**src/rtl/canq_pkg.sv**
```systemverilog
package canq_pkg;
  localparam int unsigned CODE_W   = 2;
  localparam int unsigned DIAG_W   = 2;
  localparam int unsigned N_WIRES  = 2;
  localparam int unsigned WIRE_BIT = 1;
  localparam int unsigned RAIL_BIT = 0;

  typedef logic [CODE_W-1:0] fcode_t;
  typedef logic [DIAG_W-1:0] diag_t;

  typedef struct packed {
    logic fail;
    logic unid;
    logic rsvd;
  } summ_t;
endpackage

```
**src/rtl/canq_sync.sv**
```systemverilog
module canq_sync #(
  parameter int unsigned         WIDTH   = 1,
  parameter int unsigned         STAGES  = 2,
  parameter logic [WIDTH-1:0]    RST_VAL = '0
) (
  input  logic             clk_i,
  input  logic             rst_ni,
  input  logic [WIDTH-1:0] d_i,
  output logic [WIDTH-1:0] q_o
);
  logic [WIDTH-1:0] stg_q [STAGES];

  for (genvar i = 0; i < STAGES; i++) begin : g_stage
    if (i == 0) begin : g_first
      always_ff @(posedge clk_i or negedge rst_ni) begin
        if (!rst_ni) stg_q[i] <= RST_VAL;
        else         stg_q[i] <= d_i;
      end
    end else begin : g_next
      always_ff @(posedge clk_i or negedge rst_ni) begin
        if (!rst_ni) stg_q[i] <= RST_VAL;
        else         stg_q[i] <= stg_q[i-1];
      end
    end
  end

  assign q_o = stg_q[STAGES-1];
endmodule

```
**src/rtl/canq_cycle_trk.sv**
```systemverilog
module canq_cycle_trk
  import canq_pkg::*;
(
  input  logic   clk_i,
  input  logic   rst_ni,
  input  logic   dom_i,
  input  logic   fault_i,
  input  fcode_t code_i,
  output logic   done_o,
  output logic   cyc_fault_o,
  output fcode_t cyc_code_o
);
  logic   rec_seen_q, in_dom_q, dfault_q;
  fcode_t dcode_q;
  logic   dom_valid;

  // dominant sample that belongs to a cycle opened by a recessive interval
  assign dom_valid = dom_i & rec_seen_q;
  assign done_o    = ~dom_i & in_dom_q;

  always_ff @(posedge clk_i or negedge rst_ni) begin
    if (!rst_ni) begin
      rec_seen_q <= 1'b0;
      in_dom_q   <= 1'b0;
      dfault_q   <= 1'b0;
      dcode_q    <= '0;
    end else begin
      if (!dom_i) rec_seen_q <= 1'b1;
      in_dom_q <= dom_valid;
      if (dom_valid) begin
        dfault_q <= in_dom_q ? (dfault_q | fault_i) : fault_i;
        if (fault_i) dcode_q <= code_i;
      end
    end
  end

  assign cyc_fault_o = dfault_q;
  assign cyc_code_o  = dcode_q;
endmodule

```
**src/rtl/canq_qual.sv**
```systemverilog
module canq_qual
  import canq_pkg::*;
#(
  parameter int unsigned QUAL_CYCLES = 5,
  localparam int unsigned CNT_W      = $clog2(QUAL_CYCLES + 1)
) (
  input  logic             clk_i,
  input  logic             rst_ni,
  input  logic             done_i,
  input  logic             cyc_fault_i,
  input  fcode_t           cyc_code_i,
  output logic [CNT_W-1:0] cnt_o,
  output logic             ident_o,
  output fcode_t           code_o
);
  localparam logic [CNT_W-1:0] CNT_MAX = CNT_W'(QUAL_CYCLES);

  logic [CNT_W-1:0] cnt_q, cnt_d;
  fcode_t           code_q, code_d;
  logic             same;

  assign same = (cnt_q != '0) && (cyc_code_i == code_q);

  always_comb begin
    cnt_d  = cnt_q;
    code_d = code_q;
    if (done_i) begin
      if (!cyc_fault_i) begin
        cnt_d = '0;
      end else if (same) begin
        if (cnt_q != CNT_MAX) cnt_d = cnt_q + 1'b1;
      end else begin
        cnt_d  = CNT_W'(1);
        code_d = cyc_code_i;
      end
    end
  end

  always_ff @(posedge clk_i or negedge rst_ni) begin
    if (!rst_ni) begin
      cnt_q  <= '0;
      code_q <= '0;
    end else begin
      cnt_q  <= cnt_d;
      code_q <= code_d;
    end
  end

  assign cnt_o   = cnt_q;
  assign ident_o = (cnt_q == CNT_MAX);
  assign code_o  = code_q;
endmodule

```
**src/rtl/canq_report.sv**
```systemverilog
module canq_report
  import canq_pkg::*;
(
  input  logic   clk_i,
  input  logic   rst_ni,
  input  logic   fault_i,
  input  logic   ident_i,
  input  fcode_t code_i,
  input  logic   clear_i,
  output summ_t  summ_o,
  output diag_t  low_o,
  output diag_t  high_o
);
  logic  fail_q, unid_q;
  logic  clr_ok;
  diag_t diag_q [N_WIRES];

  // clear is honoured only once the fault has gone
  assign clr_ok = clear_i & ~fault_i;

  always_ff @(posedge clk_i or negedge rst_ni) begin
    if (!rst_ni) begin
      fail_q <= 1'b0;
      unid_q <= 1'b0;
    end else begin
      fail_q <= fault_i | (fail_q & ~clr_ok);
      unid_q <= fault_i & ~ident_i;
    end
  end

  for (genvar w = 0; w < N_WIRES; w++) begin : g_wire
    diag_t set_vec;
    always_comb begin
      set_vec = '0;
      if (fault_i && ident_i && (code_i[WIRE_BIT] == w[0]))
        set_vec[code_i[RAIL_BIT]] = 1'b1;
    end
    always_ff @(posedge clk_i or negedge rst_ni) begin
      if (!rst_ni) diag_q[w] <= '0;
      else         diag_q[w] <= set_vec | (diag_q[w] & {DIAG_W{~clr_ok}});
    end
  end

  assign summ_o = '{fail: fail_q, unid: unid_q, rsvd: 1'b0};
  assign low_o  = diag_q[0];
  assign high_o = diag_q[1];
endmodule

```
**src/rtl/canbus_fault_qual.sv**
```systemverilog
module canbus_fault_qual
  import canq_pkg::*;
#(
  parameter int unsigned QUAL_CYCLES = 5,
  parameter int unsigned SYNC_STAGES = 2,
  localparam int unsigned CNT_W      = $clog2(QUAL_CYCLES + 1)
) (
  input  logic        clk_i,
  input  logic        rst_ni,
  input  logic        bus_dom_i,
  input  logic        fault_i,
  input  logic [1:0]  fault_code_i,
  input  logic        clear_i,
  output logic [2:0]  status_o,
  output logic [1:0]  low_diag_o,
  output logic [1:0]  high_diag_o
);
  logic             dom_s, fault_s;
  fcode_t           code_s;
  logic             cyc_done, cyc_fault;
  fcode_t           cyc_code, qual_code;
  logic [CNT_W-1:0] qual_cnt;
  logic             ident;
  summ_t            summ;
  diag_t            low_d, high_d;

  // bus resets to dominant so a dominant level at reset release is not a cycle
  canq_sync #(.WIDTH(1), .STAGES(SYNC_STAGES), .RST_VAL(1'b1)) u_sync_bus (
    .clk_i, .rst_ni, .d_i(bus_dom_i), .q_o(dom_s)
  );

  canq_sync #(.WIDTH(CODE_W + 1), .STAGES(SYNC_STAGES), .RST_VAL('0)) u_sync_flt (
    .clk_i, .rst_ni, .d_i({fault_i, fault_code_i}), .q_o({fault_s, code_s})
  );

  canq_cycle_trk u_cyc (
    .clk_i, .rst_ni,
    .dom_i(dom_s), .fault_i(fault_s), .code_i(code_s),
    .done_o(cyc_done), .cyc_fault_o(cyc_fault), .cyc_code_o(cyc_code)
  );

  canq_qual #(.QUAL_CYCLES(QUAL_CYCLES)) u_qual (
    .clk_i, .rst_ni,
    .done_i(cyc_done), .cyc_fault_i(cyc_fault), .cyc_code_i(cyc_code),
    .cnt_o(qual_cnt), .ident_o(ident), .code_o(qual_code)
  );

  canq_report u_rep (
    .clk_i, .rst_ni,
    .fault_i(fault_s), .ident_i(ident), .code_i(qual_code), .clear_i,
    .summ_o(summ), .low_o(low_d), .high_o(high_d)
  );

  assign status_o    = summ;
  assign low_diag_o  = low_d;
  assign high_diag_o = high_d;
endmodule

```
**config.mk**
```make
export PLATFORM = sky130hd
export DESIGN_NAME = canbus_fault_qual
export DESIGN_NICKNAME = d
export VERILOG_FILES = /design/src/rtl/canq_pkg.sv /design/src/rtl/canq_sync.sv /design/src/rtl/canq_cycle_trk.sv /design/src/rtl/canq_qual.sv /design/src/rtl/canq_report.sv /design/src/rtl/canbus_fault_qual.sv
export SDC_FILE = /design/constraint.sdc
export NUM_CORES = 1
export LEC_CHECK = 0
export BUFFER_PORTS_ARGS = -buffer_cell sky130_fd_sc_hd__buf_2
export CAP_MARGIN = 15
export CORE_MARGIN = 8
export CORE_UTILIZATION = 35
export DETAILED_ROUTE_END_ITERATION = 12
export PLACE_DENSITY = 0.61
export SLEW_MARGIN = 20
export SYNTH_ARGS = -nofsm -noshare
export SYNTH_HDL_FRONTEND = slang
export SYNTH_SLANG_ARGS = --single-unit
```
**constraint.sdc**
```tcl
create_clock -name clk_i -period 1.4 [get_ports clk_i]
set_clock_uncertainty 0.05 [all_clocks]
set_input_delay 0.21 -clock clk_i [delete_from_list [all_inputs] [get_ports clk_i]]
set_output_delay 0.21 -clock clk_i [all_outputs]
set_load 0.02 [all_outputs]
```
* Word-level counts from Yosys, hierarchy flattened
Cells that the tools add are included.
** Operators by class
- Add/sub/neg operators :: 1
- Magnitude comparators :: 2
- Equality and inequality tests :: 4
- Mux-type cells :: 8
- Bitwise logic cells :: 17
- Reduce and logical (&&, ||, !) cells :: 9
** Operators with widths (count)
- two-way mux 3 bit :: 3
- != test 3 bit (second input constant) :: 2
- NOT 1 bit :: 6
- bitwise AND 1 bit :: 5
- logical AND 1 bit :: 5
- bitwise AND 2 bit :: 2
- two-way mux 2 bit :: 2
- OR 2 bit :: 2
- AND reduction 2 bit :: 2
- adder 3 x 1 -> 3 bit (second input constant) :: 1
- equality test 3 bit (second input constant) :: 1
- AND reduction 3 bit :: 1
- nonzero test 3 bit :: 1
- equality test 2 bit :: 1
- < comparator 1 x 2 -> 1 bit (second input constant) :: 1
- two-way mux 1 bit :: 2
- OR 1 bit :: 2
- demux 1 bit (select 1 bit) :: 1
- >= comparator 1 bit (second input constant) :: 1
** Storage, ports and cells
- Flip-flop bits (word level) :: 24
- Output and inout port bits :: 7
- Logic and storage cells :: 55

* Longest topological paths before layout
Gate-level depths: netlist (run 1).
- Depth after elaboration :: 6
- Gate-level depth with buffers :: 5
- Depth with buffers taken out :: 5

* Hierarchy
From an unflattened synthesis (run 1), not the netlist that was laid out.
** Second synthesis, totals
- Cell total of the unflattened synthesis :: 85
- Area total of the unflattened synthesis :: 1066.0 um^2
** By module, submodules not included
- canq_qual :: instances 1, cells an instance 33, area each 351.6 um^2
- canq_report :: instances 1, cells an instance 28, area each 291.5 um^2
- canq_cycle_trk :: instances 1, cells an instance 13, area each 197.7 um^2
- canq_sync at u_sync_flt :: instances 1, cells an instance 9, area each 172.7 um^2
- canq_sync at u_sync_bus :: instances 1, cells an instance 2, area each 52.6 um^2

* Least setup slack after synthesis (run 1)
No wires, ideal clock.
- Path type :: flip-flop to flip-flop
- Start :: reg u_qual.cnt_q[0] (netlist: u_qual.cnt_o[0])
- End :: reg u_qual.cnt_q[1] (netlist: u_qual.cnt_o[1])
- Library setup time :: 0.128 ns
- Data arrival time :: 1.079 ns
- Data required time :: 1.222 ns
- Setup slack :: 0.143 ns
- Stages on the path, launching flop included :: 6
- Path buffers :: 0
- Cell sequence :: dfrtp_1 -> inv_1 -> ha_1 -> or2b_2 -> nand4_1 -> o22ai_1
** Between the ends
- Cells in the longest elaborated chain, start to end :: 4
** RTL lines
- from (decl) :: line canq_qual.sv:18 : logic [CNT_W-1:0] cnt_q, cnt_d;
- from (signal assigned) :: line canq_qual.sv:44 : cnt_q <= cnt_d;
- adder 3 x 1 -> 3 bit or nonzero test 3 bit (tied branches) :: line canq_qual.sv:31, canq_qual.sv:22
- two-way mux 3 bit or logical AND 1 bit (tied branches) :: line canq_qual.sv:31, canq_qual.sv:22
- two-way mux 3 bit or != test 3 bit (tied branches)
- two-way mux 3 bit or AND reduction 2 bit (tied branches)
Parallel ways exist; a longest one is shown, timed or not. The select of a mux whose other input is x is not followed.
A chain may end at the register's enable or synchronous reset.

* Final worst setup path (run 1)
Same ends and word-level chain as after synthesis.

==> results of run 1 <==
cell type report:
| type | instances | area (µm²) | share of cell area |
|---|---|---|---|
| clock buffer | 3 | 22.5 | 0.0185 |
| clock inverter | 1 | 30.0 | 0.0246 |
| inverter | 7 | 26.3 | 0.0216 |
| multi-input combinational | 45 | 365 | 0.300 |
| sequential | 24 | 603 | 0.495 |
| tap | 31 | 38.8 | 0.0318 |
| timing repair buffer | 20 | 133 | 0.109 |
state kept, by name, summed over array words and instances, names as in the netlist:
name / flops
u_qual.cnt_o: 3
u_sync_flt.q_o: 3
u_sync_flt.stg_q: 3
u_cyc.cyc_code_o: 2
u_qual.code_o: 2
u_rep.high_o: 2
u_rep.low_o: 2
u_cyc.cyc_fault_o: 1
u_cyc.in_dom_q: 1
u_cyc.rec_seen_q: 1
u_rep.fail_q: 1
u_rep.unid_q: 1
u_sync_bus.q_o: 1
u_sync_bus.stg_q: 1
placed cells by master, fill, tap and decap left out, drive strengths merged:
cell type	count
nand2	5
and2	1
o31a	1
or2b	1
conb	1
nand2b	1
buf	15
xnor2	2
and4b	1
o21ai	1
o31ai	1
o211a	1
a22o	1
and3	1
a211oi	1
o22ai	1
mux2	5
dlygate4sd3	5
inv	7
a41oi	2
nand4	2
clkbuf	3
a31oi	1
nand3	2
dfstp	2
and3b	1
dfrtp	22
nor2b	1
a21o	1
ha	3
nor2	3
bufinv	1
a21oi	4
critical path: stages, from the launching register on:
cell	delay, ps
dfrtp_1	440
buf_4	150
ha_2	210
and3_1	190
a31oi_1	130
o22ai_1	100
timing repair:
| action | 4_1_cts | 5_1_grt |
|---|---|---|
| resized for setup | 0 | 4 |
| hold endpoints to repair | 26 | 0 |
| gates cloned | 0 | 0 |
| buffers inserted | 1 | 2 |
| hold buffers | 5 | 0 |
| setup endpoints to repair | 2 | 5 |
| pin swaps | 0 | 1 |
path summary, 6_finish.rpt:
path / start / endpoint / slack, ps / cells after the start
max in group asynchronous: rst_ni / u_sync_bus.stg_q[1] / 600 / 2
min in group asynchronous: rst_ni / u_rep.low_o[1] / 330 / 2
hold / removal: clear_i / u_rep.fail_q / 190 / 3
hold reg to reg: u_sync_flt.stg_q[3] / u_sync_flt.q_o[0] / 310 / 0
setup / recovery: u_qual.cnt_o[0] / u_qual.cnt_o[1] / 30 / 5
setup reg to reg: u_qual.cnt_o[0] / u_qual.cnt_o[1] / 30 / 5
through the flow:
stage / cells / power (mW) / setup TNS (ps)
final: 131 / 1.74 / 0
after global routing: 131 / 1.83 / -141
after CTS: 129 / 1.72 / 0
after detailed placement: 119 / 1.18 / 0
after global placement: 119 / 1.17 / 0
after floorplan: 80 / 1.10 / 0
per-layer routing:
layer	track usage	wire length (µm)
met5	0	0
met3	0.0395	96
met1	0.0846	818
met4	0.0201	10
met2	0.109	731
power by group:
part / leakage [nW] / internal, mW / switching (mW)
Clock: 0.0279 / 0.289 / 0.220
Combinational: 0.261 / 0.211 / 0.168
Sequential: 0.287 / 0.768 / 0.0831
cell families (layout without fill, tap and decap cells):
family	after synthesis	count (layout)
DFF	24	24
and+or+nand+nor	19	19
AOI/OAI and AO/OA	15	15
buffers and inverters	11	31
muxes	5	5
adders and majority gates	3	3
xor gates and xnor gates	2	2
other	1	1
==> results.txt, run 1 <==
clock transition at the registers of the reported paths: 140 ps
# DRC: 0
Mapped Nets: 90
Final Critical Period: 1370 ps
vias in the first global route: 644
Min Hold Slack: 189 ps
share of layout cells above drive strength 1: 0.370
Skew-Pair Late Insertion Delay: 320 ps
CP max FO: 6
sequential-to-total area share from yosys stat: 0.591
Area growth syn-to-layout: 19.4%
Post-synth ARST share: 1.00
Iter 0 DRT Violations: 55
Synth Area in XOR/XNOR: 0.0245
initial antenna violation count: 0
Starting Density: 0.370
WL/cell: 12.6 µm
VDD IR max: 1450 µV
Core Util, Final: 0.442
vias per cell: 4.81
Setup Slack @ Placement: 5.28 ps
final period utilization: 0.982
dominant cell type by area after synthesis: dfrtp_1
CTS Root Cell: clkbuf_4
Slew HR: 0.647
Die Y-Extent: 70.0 µm
all-layer global routing usage: 0.0716
nets: 111
crit path DAT: 1540 ps
YS warnings: 0
Post-synth top cells: 22 x dfrtp_1, 6 x inv_1, 4 x a21oi_1
first-pass GRT wire length: 2920 µm
Final ANT Viol Nets: 0
row cnt: 19
max_cap viols: 0
Yosys cell types: 35
Top FF cell, synth: dfrtp_1
fmax: 727 MHz
Post-synth EDFFs: 0
setup violators final: 0
Post-Syn Instances: 80
mux cell area share after synthesis: 0.0662
Yosys top cell area share: 0.539
I/O Buffers: 12
synthesized area per cell: 12.8 µm²
most area-consuming cells after synthesis: dfrtp_1 54%, dfstp_2 5.1%, mux2_4 4.4%, ha_1 3.7%, buf_4 2.2%
CTS sink cnt: 24
IO Pins: 14
Synth Area in Compound Gates: 0.108
RSZ-0062 raised after global routing: yes
Lkg Pwr: 0.576 nW
#FFs+latches synth: 24
top-count cell post-synth: dfrtp_1
# fillers: 248
pwr dens: 1430 nW/µm²
GRT overflow: 0
TritonCTS clock tree: done
Via Count: 630
Num CTS Buffers: 3
core outline area: 2760 µm²
Slew Viols, Final: 0
largest family of logic cells by synthesized area: simple AND/OR/NAND/NOR gates
drt first pass iters: 2
die area: 4900 µm²
placed inst area: 1090 µm²
WL final: 1660 µm
Die Wd: 70.0 µm
outcome: completed
fin area: 1220 µm²
critical path class: flip-flop to flip-flop
Hold Fails Final Rpt: 0
CP Data Required Time: 1560 ps
area share of and/or/nand/nor cells after synthesis: 0.112
clk buf depth: 2
Diodes inserted: 0
synthesized cell area: 1020 µm²
placer congestion estimate: 0.702
startpoint class of the critical path: flip-flop
setup slack after layout: 25.2 ps
Hold Crit Class: input port to flip-flop
crit path capture type: flip-flop
worst slew pin tran: 530 ps
synthesized-area fraction occupied by adder cells: 0.0368
HPWL Detailed: 1140 µm
H-tree depth: 1
largest net degree at the start of global routing: 25
Note: power is estimated with default switching activity, not from simulation.
==> run 2, diff against run 1 <==
--- a/config.mk
+++ b/config.mk
@@ -7,10 +7,11 @@
 export LEC_CHECK = 0
 export BUFFER_PORTS_ARGS = -buffer_cell sky130_fd_sc_hd__buf_2
 export CAP_MARGIN = 15
+export CORE_ASPECT_RATIO = 0.6
 export CORE_MARGIN = 8
 export CORE_UTILIZATION = 35
 export DETAILED_ROUTE_END_ITERATION = 12
-export PLACE_DENSITY = 0.61
+export SETUP_SLACK_MARGIN = 0.05
 export SLEW_MARGIN = 20
 export SYNTH_ARGS = -nofsm -noshare
 export SYNTH_HDL_FRONTEND = slang
==> run 2 against run 1 <==
  * Critical path depth did not move
  * First-iteration DRC count fell by 62%
  * Final cell count rose by 3.1%
  * Critical endpoint is now u_qual.cnt_o[2]
  * Wire length rose by 4.3%
  * Global-route usage rose by 0.38 points
  * Clock power rose by 17%
  * Worst hold slack improved by 40 ps
  * Highest routed layer is now met3
  * Non-clock buffer count rose by 1
  * Via count rose by 0.95%
  * Register-to-register slack barely moved
  * Die area rose by 1.2%
  * Critical path type unchanged
==> results.txt, run 2 (synthesized netlist as in run 1, its figures left out) <==
placed cell count: 123 (+3.4%)
critical path class: flip-flop to flip-flop
startpoint class of the critical path: flip-flop
# fillers: 264 (+6.5%)
Min Hold Slack: 229 ps (+39.6 ps)
Seq pwr share: 0.463 (-0.026)
worst slew pin tran: 520 ps (-10.2 ps)
first-pass GRT wire length: 2870 µm (-1.6%)
vias per cell: 4.71 (-2.0%)
Worst R2R Path Depth: 5 (unchanged)
fin area: 1260 µm² (+3.6%)
Skew-Pair Late Insertion Delay: 260 ps (-60 ps)
most common cell after layout, fill and taps aside: dfrtp_1
fmax: 731 MHz (+0.47%)
combinational share of power: 0.216 (-0.002)
WL/cell: 12.8 µm (+1.2%)
clock transition at the registers of the reported paths: 80 ps (-60 ps)
die area: 4960 µm² (+1.2%)
vias in the first global route: 614 (-4.7%)
I/O Buffers: 12 (unchanged)
Hold Path Origin: clear_i
Iter 0 DRT Violations: 21 (-62%)
H-tree depth: 1 (unchanged)
final period utilization: 0.977 (-0.00456)
Die Y-Extent: 57.8 µm (-17%)
Area growth syn-to-layout: 23.7%
row cnt: 15 (-4)
Hold Fails Final Rpt: 0 (unchanged)
IO Pins: 14 (unchanged)
worst r2r src: u_qual.cnt_o[1]
Final Critical Period: 1370 ps (-6.38 ps)
Lkg Pwr: 0.596 nW (+3.5%)
GRT overflow: 0 (unchanged)
fin cells: 135 (+3.1%)
most frequent cells in the layout: 21 x dfrtp_1, 12 x buf_2, 5 x dlygate4sd3_1
share of layout cells above drive strength 1: 0.406 (+0.0359)
nets: 112 (+0.90%)
Starting Density: 0.363 (-0.00757)
drt first pass iters: 4 (+2)
placed inst area: 1100 µm² (+1.0%)
RSZ-0062 raised after global routing: yes
setup violators final: 0 (unchanged)
VDD IR max: 562 µV (-61%)
Slew HR: 0.654 (+0.00683)
crit path capture type: flip-flop
Num CTS Buffers: 3 (unchanged)
net switching power: 484 µW (+2.9%)
Clk network pwr share: 0.321 (+0.028)
CTS sink cnt: 24 (unchanged)
CTS Root Cell: clkbuf_8
outcome: completed
clk buf depth: 2 (unchanged)
placer congestion estimate: 0.706 (+0.56%)
cell-internal power: 1.38 mW (+8.5%)
CP max FO: 3 (-3)
HPWL Detailed: 1220 µm (+6.6%)
Via Count: 636 (+0.95%)
TritonCTS clock tree: done
max_cap viols: 0 (unchanged)
Slew Viols, Final: 0 (unchanged)
Hold Crit Class: input port to flip-flop
initial antenna violation count: 0 (unchanged)
reg2reg setup slack: 30 ps (about the same)
Power Total: 1.86 mW (+7.0%)
CP Data Required Time: 1530 ps (-30 ps)
R2R Path End: u_qual.cnt_o[2]
Diodes inserted: 0 (unchanged)
Die Wd: 85.7 µm (+22%)
all-layer global routing usage: 0.0754 (+0.00377)
pwr dens: 1470 nW/µm² (+3.3%)
Core Util, Final: 0.448 (+0.00652)
core outline area: 2820 µm² (+2.1%)
# DRC: 0 (unchanged)
WL final: 1730 µm (+4.3%)
Sw Ratio: 0.260 (-0.0103)
Hold Path Sink: u_rep.fail_q
largest net degree at the start of global routing: 25 (unchanged)
crit path DAT: 1500 ps (-40 ps)
Final ANT Viol Nets: 0 (unchanged)
Worst Hold Path Cells: 3 (unchanged)
==> run 2: worst max-delay path by stage <==
stage / startpoint / to / slack, ps / depth (start not counted)
final: u_qual.cnt_o[1] / u_qual.cnt_o[2] / 30 / 5
after global routing: u_qual.cnt_o[0] / u_qual.cnt_o[2] / -70 / 5
after CTS: u_qual.cnt_o[0] / u_qual.cnt_o[2] / 60 / 5
after detailed placement: u_qual.cnt_o[0] / u_qual.cnt_o[1] / -20 / 5
after global placement: u_qual.cnt_o[0] / u_qual.cnt_o[1] / 10 / 5
after floorplan: u_qual.cnt_o[0] / u_qual.cnt_o[1] / 140 / 5
==> run 2: worst max-delay path, stage by stage, from the launching register on <==
cell,delay (ps)
dfrtp_1,380
inv_2,60
ha_2,160
or2b_4,210
nand4_1,170
a211oi_2,250
==> run 2: final cells by class <==
| cell class | count | area, µm² | area share |
|---|---|---|---|
| well taps | 34 | 42.5 | 0.0337 |
| clock buffers | 3 | 41.3 | 0.0327 |
| repair buffers | 21 | 140 | 0.111 |
| multi-input cells | 45 | 378 | 0.299 |
| clock inverters | 1 | 30.0 | 0.0238 |
| inverters | 7 | 26.3 | 0.0208 |
| flip-flops and latches | 24 | 604 | 0.479 |
==> run 2: stage by stage <==
step / TNS [ps] / setup slack (ps)
finish: 0 / 31.6
global route: -97.5 / -74.5
CTS: 0 / 55.6
detailed placement: -33.3 / -23.6
global placement: 0 / 11.4
floorplan: 0 / 143
==> run 2: metal layers <==
layer	global-route usage	wire, µm	up-vias	share of wire
met3	0.0437	122	0	0.071
met1	0.0957	889	305	0.51
met2	0.104	715	13	0.41
met4	0.0223	0	0	0
met5	0	0	-	0
li1	-	-	318	-
==> run 2: power groups by stage <==
stage	Sequential [mW]	Clock, mW	Combinational, mW
6_report	0.861	0.597	0.403
2_1_floorplan	0.860	0	0.241
4_1_cts	0.857	0.618	0.354
3_5_place_dp	0.873	0	0.316
5_1_grt	0.877	0.638	0.441
3_3_place_gp	0.867	0	0.307
==> run 2: what timing repair did <==
item,4_1_cts,5_1_grt
setup buffers,1,2
pin swaps,0,2
hold endpoints to repair,26,0
cloned,0,0
resized for setup,3,5
hold buffers,5,0
endpoints found under the setup margin,3,7
